===== config.mk =====
export PLATFORM = sky130hd
export DESIGN_NAME = dma_list_walker
export DESIGN_NICKNAME = d
export VERILOG_FILES = /design/src/rtl/dlw_pkg.sv /design/src/rtl/dlw_regs.sv /design/src/rtl/dlw_fetch.sv /design/src/rtl/dlw_stream.sv /design/src/rtl/dma_list_walker.sv
export SDC_FILE = /design/constraint.sdc
export NUM_CORES = 1
export LEC_CHECK = 0
export ABC_AREA = 1
export ABC_CLOCK_PERIOD_IN_PS = 3250
export CORE_ASPECT_RATIO = 1.75
export CORE_MARGIN = 2
export CORE_UTILIZATION = 53
export CTS_CLUSTER_SIZE = 30
export DETAILED_ROUTE_END_ITERATION = 8
export PLACE_DENSITY = 0.77
export SYNTH_ARGS = -nofsm -noshare
export SYNTH_HDL_FRONTEND = slang
export SYNTH_SLANG_ARGS = --single-unit

===== constraint.sdc =====
create_clock -name clk -period 3.25 [get_ports clk]
set_clock_uncertainty 0.05 [all_clocks]
set_input_delay 0.975 -clock clk [delete_from_list [all_inputs] [get_ports clk]]
set_output_delay 0.975 -clock clk [all_outputs]
set_load 0.01 [all_outputs]

===== src/rtl/dlw_pkg.sv =====
package dlw_pkg;

  localparam logic [1:0] SEL_CTRL = 2'd0;
  localparam logic [1:0] SEL_PTR  = 2'd1;
  localparam logic [1:0] SEL_CMD  = 2'd2;

  localparam logic [1:0] OP_LOAD  = 2'd1;
  localparam logic [1:0] OP_CONT  = 2'd2;

  localparam int FB_EOL  = 0;
  localparam int FB_EOP  = 3;
  localparam int FB_IRQ  = 4;
  localparam int FB_HOLD = 5;

  localparam int DESC_WORDS = 4;

  typedef enum logic [2:0] {
    SQ_IDLE, SQ_FETCH, SQ_XFER, SQ_HOLD, SQ_PARK
  } seq_e;

  typedef enum logic [1:0] {
    ST_IDLE, ST_ISSUE, ST_WAIT, ST_SEND
  } strm_e;

  typedef struct packed {
    logic [31:0] link;
    logic [31:0] first;
    logic [31:0] flags;
    logic [31:0] limit;
  } desc_t;

  // number of beats a buffer produces: end is exclusive
  function automatic logic [31:0] span_beats(logic [31:0] first, logic [31:0] limit);
    return (limit > first) ? (limit - first) : 32'd0;
  endfunction

  // true when addr is the last address inside the buffer
  function automatic logic final_beat(logic [31:0] addr, logic [31:0] limit);
    return ({1'b0, addr} + 33'd1) >= {1'b0, limit};
  endfunction

endpackage


===== src/rtl/dlw_regs.sv =====
module dlw_regs
  import dlw_pkg::*;
#(
  parameter int AW = 16
) (
  input  logic          clk,
  input  logic          rst_n,
  input  logic          wr,
  input  logic [1:0]    sel,
  input  logic [31:0]   wdata,
  input  logic          busy,
  output logic          en,
  output logic          stop,
  output logic [AW-1:0] ptr,
  output logic          load_req,
  output logic          cont_req
);

  logic cmd_wr;
  logic unused_wbits;

  assign cmd_wr       = wr && (sel == SEL_CMD) && en && !busy;
  assign load_req     = cmd_wr && (wdata[1:0] == OP_LOAD);
  assign cont_req     = cmd_wr && (wdata[1:0] == OP_CONT);
  assign unused_wbits = ^wdata;

  always_ff @(posedge clk) begin
    if (!rst_n) begin
      en   <= 1'b0;
      stop <= 1'b0;
      ptr  <= '0;
    end else if (wr) begin
      case (sel)
        SEL_CTRL: begin
          en   <= wdata[0];
          stop <= wdata[1];
        end
        SEL_PTR: ptr <= wdata[AW-1:0];
        default: ;
      endcase
    end
  end

  p_cfg_write_r12: assert property (@(posedge clk) disable iff (!rst_n)
    (wr && sel == SEL_CTRL) |=> (en == $past(wdata[0]) && stop == $past(wdata[1])));

endmodule


===== src/rtl/dlw_fetch.sv =====
module dlw_fetch
  import dlw_pkg::*;
#(
  parameter int AW = 16
) (
  input  logic          clk,
  input  logic          rst_n,
  input  logic          abort,
  input  logic          start,
  input  logic [AW-1:0] base,
  input  logic          stall,
  input  logic [31:0]   mem_rdata,
  output logic          rd_req,
  output logic [AW-1:0] rd_addr,
  output logic          done,
  output desc_t         desc
);

  localparam int IW = $clog2(DESC_WORDS) + 1;
  localparam int CW = $clog2(DESC_WORDS);

  logic          active;
  logic [IW-1:0] issue;
  logic [CW-1:0] cap;
  logic          rd_q;
  logic [AW-1:0] base_q;
  logic [31:0]   wds [DESC_WORDS];

  assign rd_req  = active && (issue < IW'(DESC_WORDS)) && !stall;
  assign rd_addr = base_q + AW'(issue);
  assign desc    = '{link: wds[0], first: wds[1], flags: wds[2], limit: wds[3]};

  always_ff @(posedge clk) begin
    if (!rst_n || abort) begin
      active <= 1'b0;
      issue  <= '0;
      cap    <= '0;
      rd_q   <= 1'b0;
      done   <= 1'b0;
      base_q <= '0;
    end else begin
      done <= 1'b0;
      rd_q <= rd_req;
      if (start) begin
        active <= 1'b1;
        issue  <= '0;
        cap    <= '0;
        base_q <= base;
      end else if (active) begin
        if (rd_req) issue <= issue + IW'(1);
        if (rd_q) begin
          cap <= cap + CW'(1);
          if (cap == CW'(DESC_WORDS - 1)) begin
            active <= 1'b0;
            done   <= 1'b1;
          end
        end
      end
    end
  end

  always_ff @(posedge clk) begin
    if (rd_q && active) wds[cap] <= mem_rdata;
  end

  p_fetch_count_r2: assert property (@(posedge clk) disable iff (!rst_n)
    rd_req |-> issue < IW'(DESC_WORDS));

endmodule


===== src/rtl/dlw_stream.sv =====
module dlw_stream
  import dlw_pkg::*;
#(
  parameter int AW = 16
) (
  input  logic          clk,
  input  logic          rst_n,
  input  logic          abort,
  input  logic          start,
  input  logic [31:0]   buf_first,
  input  logic [31:0]   buf_limit,
  input  logic          buf_eop,
  input  logic [15:0]   buf_meta,
  input  logic          stall,
  input  logic [31:0]   mem_rdata,
  input  logic          out_ready,
  output logic          rd_req,
  output logic [AW-1:0] rd_addr,
  output logic          out_valid,
  output logic [31:0]   out_data,
  output logic          out_last,
  output logic [15:0]   out_meta,
  output logic          done
);

  strm_e       st;
  logic [31:0] addr;
  logic [31:0] limit;
  logic        eop;
  logic        is_final;

  assign rd_req   = (st == ST_ISSUE) && !stall;
  assign rd_addr  = addr[AW-1:0];
  assign is_final = final_beat(addr, limit);

  always_ff @(posedge clk) begin
    if (!rst_n || abort) begin
      st        <= ST_IDLE;
      out_valid <= 1'b0;
      out_last  <= 1'b0;
      out_data  <= '0;
      out_meta  <= '0;
      done      <= 1'b0;
      addr      <= '0;
      limit     <= '0;
      eop       <= 1'b0;
    end else begin
      done <= 1'b0;
      case (st)
        ST_IDLE: if (start) begin
          addr     <= buf_first;
          limit    <= buf_limit;
          eop      <= buf_eop;
          out_meta <= buf_meta;
          if (span_beats(buf_first, buf_limit) == 32'd0) done <= 1'b1;
          else st <= ST_ISSUE;
        end
        ST_ISSUE: if (!stall) st <= ST_WAIT;
        ST_WAIT: begin
          out_data  <= mem_rdata;
          out_last  <= eop && is_final;
          out_valid <= 1'b1;
          st        <= ST_SEND;
        end
        ST_SEND: if (out_ready) begin
          out_valid <= 1'b0;
          out_last  <= 1'b0;
          if (is_final) begin
            done <= 1'b1;
            st   <= ST_IDLE;
          end else begin
            addr <= addr + 32'd1;
            st   <= ST_ISSUE;
          end
        end
        default: st <= ST_IDLE;
      endcase
    end
  end

  p_addr_window_r3: assert property (@(posedge clk) disable iff (!rst_n)
    rd_req |-> addr < limit);

  p_hold_beat_r13: assert property (@(posedge clk) disable iff (!rst_n || abort)
    (out_valid && !out_ready) |=> (out_valid && $stable(out_data) && $stable(out_last) && $stable(out_meta)));

endmodule


===== src/rtl/dma_list_walker.sv =====
module dma_list_walker
  import dlw_pkg::*;
#(
  parameter int AW = 16
) (
  input  logic          clk,
  input  logic          rst_n,
  input  logic          reg_wr,
  input  logic [1:0]    reg_sel,
  input  logic [31:0]   reg_wdata,
  output logic          busy,
  output logic          done,
  output logic          irq,
  output logic          mem_req,
  output logic [AW-1:0] mem_addr,
  input  logic [31:0]   mem_rdata,
  output logic          out_valid,
  input  logic          out_ready,
  output logic [31:0]   out_data,
  output logic          out_last,
  output logic [15:0]   out_meta
);

  logic          cfg_en, cfg_stop;
  logic [AW-1:0] cfg_ptr;
  logic          load_req, cont_req, load_ok, cont_ok;
  seq_e          state, nstate;
  logic [AW-1:0] cur_ptr, go_base;
  logic          go_fetch, s_start, irq_set;
  logic          f_rd, f_done, s_rd, s_done;
  logic [AW-1:0] f_addr, s_addr;
  desc_t         f_desc;
  logic          unused_desc;

  assign busy        = (state == SQ_FETCH) || (state == SQ_XFER);
  assign done        = (state == SQ_PARK);
  assign load_ok     = load_req;
  assign cont_ok     = cont_req && ((state == SQ_HOLD) || (state == SQ_PARK));
  assign mem_req     = f_rd || s_rd;
  assign mem_addr    = (state == SQ_FETCH) ? f_addr : s_addr;
  assign unused_desc = ^{f_desc.link, f_desc.flags[15:6], f_desc.flags[2:1]};

  dlw_regs #(.AW(AW)) u_regs (
    .clk(clk), .rst_n(rst_n), .wr(reg_wr), .sel(reg_sel), .wdata(reg_wdata),
    .busy(busy), .en(cfg_en), .stop(cfg_stop), .ptr(cfg_ptr),
    .load_req(load_req), .cont_req(cont_req)
  );

  dlw_fetch #(.AW(AW)) u_fetch (
    .clk(clk), .rst_n(rst_n), .abort(!cfg_en), .start(go_fetch), .base(go_base),
    .stall(cfg_stop), .mem_rdata(mem_rdata), .rd_req(f_rd), .rd_addr(f_addr),
    .done(f_done), .desc(f_desc)
  );

  dlw_stream #(.AW(AW)) u_stream (
    .clk(clk), .rst_n(rst_n), .abort(!cfg_en), .start(s_start),
    .buf_first(f_desc.first), .buf_limit(f_desc.limit),
    .buf_eop(f_desc.flags[FB_EOP]), .buf_meta(f_desc.flags[31:16]),
    .stall(cfg_stop), .mem_rdata(mem_rdata), .out_ready(out_ready),
    .rd_req(s_rd), .rd_addr(s_addr), .out_valid(out_valid), .out_data(out_data),
    .out_last(out_last), .out_meta(out_meta), .done(s_done)
  );

  always_comb begin
    nstate   = state;
    go_fetch = 1'b0;
    go_base  = cur_ptr;
    s_start  = 1'b0;
    irq_set  = 1'b0;
    case (state)
      SQ_IDLE: if (load_ok) begin
        go_fetch = 1'b1; go_base = cfg_ptr; nstate = SQ_FETCH;
      end
      SQ_FETCH: if (f_done) begin
        s_start = 1'b1; nstate = SQ_XFER;
      end
      SQ_XFER: if (s_done) begin
        irq_set = f_desc.flags[FB_IRQ];
        if (f_desc.flags[FB_EOL])       nstate = SQ_PARK;
        else if (f_desc.flags[FB_HOLD]) nstate = SQ_HOLD;
        else begin
          go_fetch = 1'b1; go_base = f_desc.link[AW-1:0]; nstate = SQ_FETCH;
        end
      end
      SQ_HOLD: if (load_ok) begin
        go_fetch = 1'b1; go_base = cfg_ptr; nstate = SQ_FETCH;
      end else if (cont_ok) begin
        go_fetch = 1'b1; go_base = f_desc.link[AW-1:0]; nstate = SQ_FETCH;
      end
      SQ_PARK: if (load_ok) begin
        go_fetch = 1'b1; go_base = cfg_ptr; nstate = SQ_FETCH;
      end else if (cont_ok) begin
        go_fetch = 1'b1; go_base = cur_ptr; nstate = SQ_FETCH;
      end
      default: nstate = SQ_IDLE;
    endcase
  end

  always_ff @(posedge clk) begin
    if (!rst_n || !cfg_en) begin
      state   <= SQ_IDLE;
      irq     <= 1'b0;
      if (!rst_n) cur_ptr <= '0;
    end else begin
      state <= nstate;
      irq   <= irq_set;
      if (go_fetch) cur_ptr <= go_base;
    end
  end

  p_irq_pulse_r5: assert property (@(posedge clk) disable iff (!rst_n)
    irq |=> !irq);

  p_one_reader_r2: assert property (@(posedge clk) disable iff (!rst_n)
    !(f_rd && s_rd));

  p_park_quiet_r6: assert property (@(posedge clk) disable iff (!rst_n)
    done |-> (!out_valid && !mem_req));

  p_hold_quiet_r7: assert property (@(posedge clk) disable iff (!rst_n)
    (state == SQ_HOLD) |-> (!out_valid && !mem_req && !busy));

  p_refetch_r8: assert property (@(posedge clk) disable iff (!rst_n)
    (state == SQ_PARK && cont_ok) |=> (mem_addr == $past(cur_ptr)));

  p_stop_r10: assert property (@(posedge clk) disable iff (!rst_n)
    ($past(cfg_stop) && $past(cfg_stop, 2)) |-> !$rose(out_valid));

  p_disable_r11: assert property (@(posedge clk) disable iff (!rst_n)
    !cfg_en |=> (!busy && !out_valid && !mem_req));

endmodule


==> results.yml <==
grt:
  grt_first_pass_wirelength_mm: 82.7
  grt_max_degree: 60
  track_usage_pct: 34.3
  antenna_found_initial: 0
  grt_pass1_vias: 16100
  grt_overflow: 0
synth:
  async_flop_share_pct: 0
  ys_seq_area_share_pct: 42.1
  syn_inst: 2189
  netlist_area_um2: 16100
  synth_ff_type: "dfxtp_1"
  synth.avg_cell_area_um2: 7.35
  ys_ff_latch: 280
  synth_edf_count: 116
  yosysTopAreaCell: "edfxtp_1"
  synthTopCellsByArea: "edfxtp_1 (22%), dfxtp_1 (20%), nand2_1 (13%), inv_1 (8.2%), a21oi_1 (6.1%)"
  synth_nets: 2338
  yosysWarnings: 0
  synth_top_area_share_pct: 21.7
  synth.distinct_cells: 54
timing:
  finalCriticalPeriod_ps: 3900
  rsz0062_at_grt: "yes"
  hold_viol: 0
  worst_pin_slew_ps: 946
  timing.final.ws_setup_ps: -648
  setup_violations: 45
  max_freq_mhz: 257
  timing.final.crit_share_pct: 120
  relSlewSlack_pct: 36.9
  hold_slack_ps: 396
  slew_violations: 0
floorplan:
  io_pins: 140
  start_util_pct: 53.7
  coreArea_um2: 30000
  die_x_um: 136
  fp-row-count: 84
  die_h_um: 234
  dieArea_um2: 31800
layout:
  antennaDiodeCount: 0
  nNetsFinal: 2616
  finish.utilization_pct: 69.5
  drive_above_1_share_pct: 19.0
  fin_cells: 2875
  area_growth_syn_to_layout_pct: 29.4
  layout_commonest_cell: "nand2_1"
  final_cell_mix: "nand2_1 (525), inv_1 (343), buf_4 (182)"
worst_setup_path:
  required_ps: 3700
  criticalPathCategory: "reg2reg"
  cp_data_arrival_time_ps: 4350
  crit_path_max_incr_delay_ps: 350
  cp-end-kind: "flip-flop"
  cp_slowest_cell: "dfxtp_2"
  path_max_fanout: 4
  crit_path_start_kind: "flip-flop"
place:
  pre_cts_ws_ps: -522
  dp_hpwl_mm: 41.7
  portBuffers: 123
  place_congestion: 0.986
  dp.cells: 2795
route:
  routed_wl_mm: 56.2
  drc: 0
  firstDrtPassIters: 5
  wl_per_cell_um: 19.5
  drtIter0Drc: 1068
  vias_per_cell: 5.63
  num_vias: 16200
  antenna_left: 0
cts:
  clock_path_buffers: 3
  htree_levels: 1
  path_clk_slew_ps: 70
  cts_tree: "built"
  root_buffer: "clkbuf_16"
  ctsHoldBuffers: 0
  cts_buffers: 27
  clk_latency_ps: 570
  clock-sinks: 280
pwr:
  power_density_nw_per_um2: 346
  report.power.total_uw: 7200
  ir_drop_mv: 0.504
  power_leakage_uw: 0.00878
run:
  cap_violations: 0
run_status:
  violations: "negative setup slack"
  status: "finished, violations left"
hold_path:
  worstHoldPathType: "reg2reg"
[final cells by class]
type / instances / area, um^2
inverter: 362 / 1360
sequential: 280 / 6790
clock inverter: 21 / 238
timing repair buffer: 321 / 2790
clock buffer: 29 / 683
fill: 2410 / 9130
tap: 387 / 484
multi-input combinational: 1475 / 8490
[metal layers]
metal | vias up | track usage, % | routed length, um
li1 | 7675 | - | -
met3 | 316 | 3.47 | 2870
met1 | 7419 | 30.7 | 17300
met4 | 0 | 34.2 | 6860
met2 | 765 | 64.4 | 29100
met5 | - | 0 | 0
[final timing paths]
check | startpoint | to | slack, ps | depth (start not counted)
setup / recovery | u_stream.addr[4]$_SDFFE_PP0P_ | u_stream.out_last$_SDFFE_PP0P_ | -650 | 25
hold / removal | u_stream.out_meta[13]$_SDFFE_PP0P_ | u_stream.out_meta[13]$_SDFFE_PP0P_ | 400 | 2
setup reg to reg | u_stream.addr[4]$_SDFFE_PP0P_ | u_stream.out_last$_SDFFE_PP0P_ | -650 | 25
hold reg to reg | u_stream.out_meta[13]$_SDFFE_PP0P_ | u_stream.out_meta[13]$_SDFFE_PP0P_ | 400 | 2
[registers in the layout (all words and copies together), names as in the netlist, 2 cells and up]
name	count
u_fetch.issue	3
u_stream.limit	32
u_fetch.cap	2
u_regs.ptr	16
cur_ptr	16
u_fetch.base_q	16
u_stream.out_meta	16
u_stream.addr	32
u_stream.out_data	32
state	3
u_stream.st	2
u_fetch.wds	100
[cell families (layout without fill, tap and decap cells)]
group,Yosys count,in the layout,synth area share (%)
AO/OA/AOI/OAI,434,434,14.7
XOR/XNOR,28,28,1.52
adder cells (fa/ha/maj),79,79,6.24
buffers and inverters,434,733,10.6
flip-flops,280,280,42.1
AND/OR/NAND/NOR,934,934,24.8
[cells in the mapped netlist (11+ instances only)]
| master | n |
|---|---|
| nor3_1 | 22 |
| nand4_1 | 29 |
| dfxtp_1 | 164 |
| o21ai_1 | 29 |
| o21ai_0 | 140 |
| inv_2 | 12 |
| a31oi_1 | 11 |
| edfxtp_1 | 116 |
| a21oi_1 | 197 |
| nor2_1 | 144 |
| o211ai_1 | 13 |
| inv_1 | 350 |
| nand2_1 | 572 |
| clkbuf_1 | 49 |
| xor2_1 | 22 |
| nand3_1 | 108 |
| ha_1 | 77 |
| nand3b_1 | 13 |
[repair_timing]
action                     CTS  global route
hold endpoints to repair     0             0
gates resized for setup    160           132
setup endpoints to repair   51            50
setup buffers               35            10
cloned                       2             0
pin swaps                   38            76
[stage by stage]
step           TNS [ps]  instance area [um^2]
3_5_place_dp     -16860                 18800
4_1_cts          -18500                 20400
2_1_floorplan      -305                 16100
5_1_grt          -30570                 20800
6_report         -23120                 20800
3_3_place_gp     -12690                 18800
[power breakdown]
part | internal, uW | switching (uW)
registers | 3670 | 8.39
logic | 92.0 | 122
clock network | 1860 | 1450
total | 5630 | 1580
[critical path: cells and delay by family (launching register included)]
family                     cells  cell delay (ps)
DFF                            1              350
buffers and inverters          4              340
adders and majority gates      1              260
and+or+nand+nor               19             2620
AOI/OAI and AO/OA              1              210
Note: power is estimated with default switching activity, not from simulation.
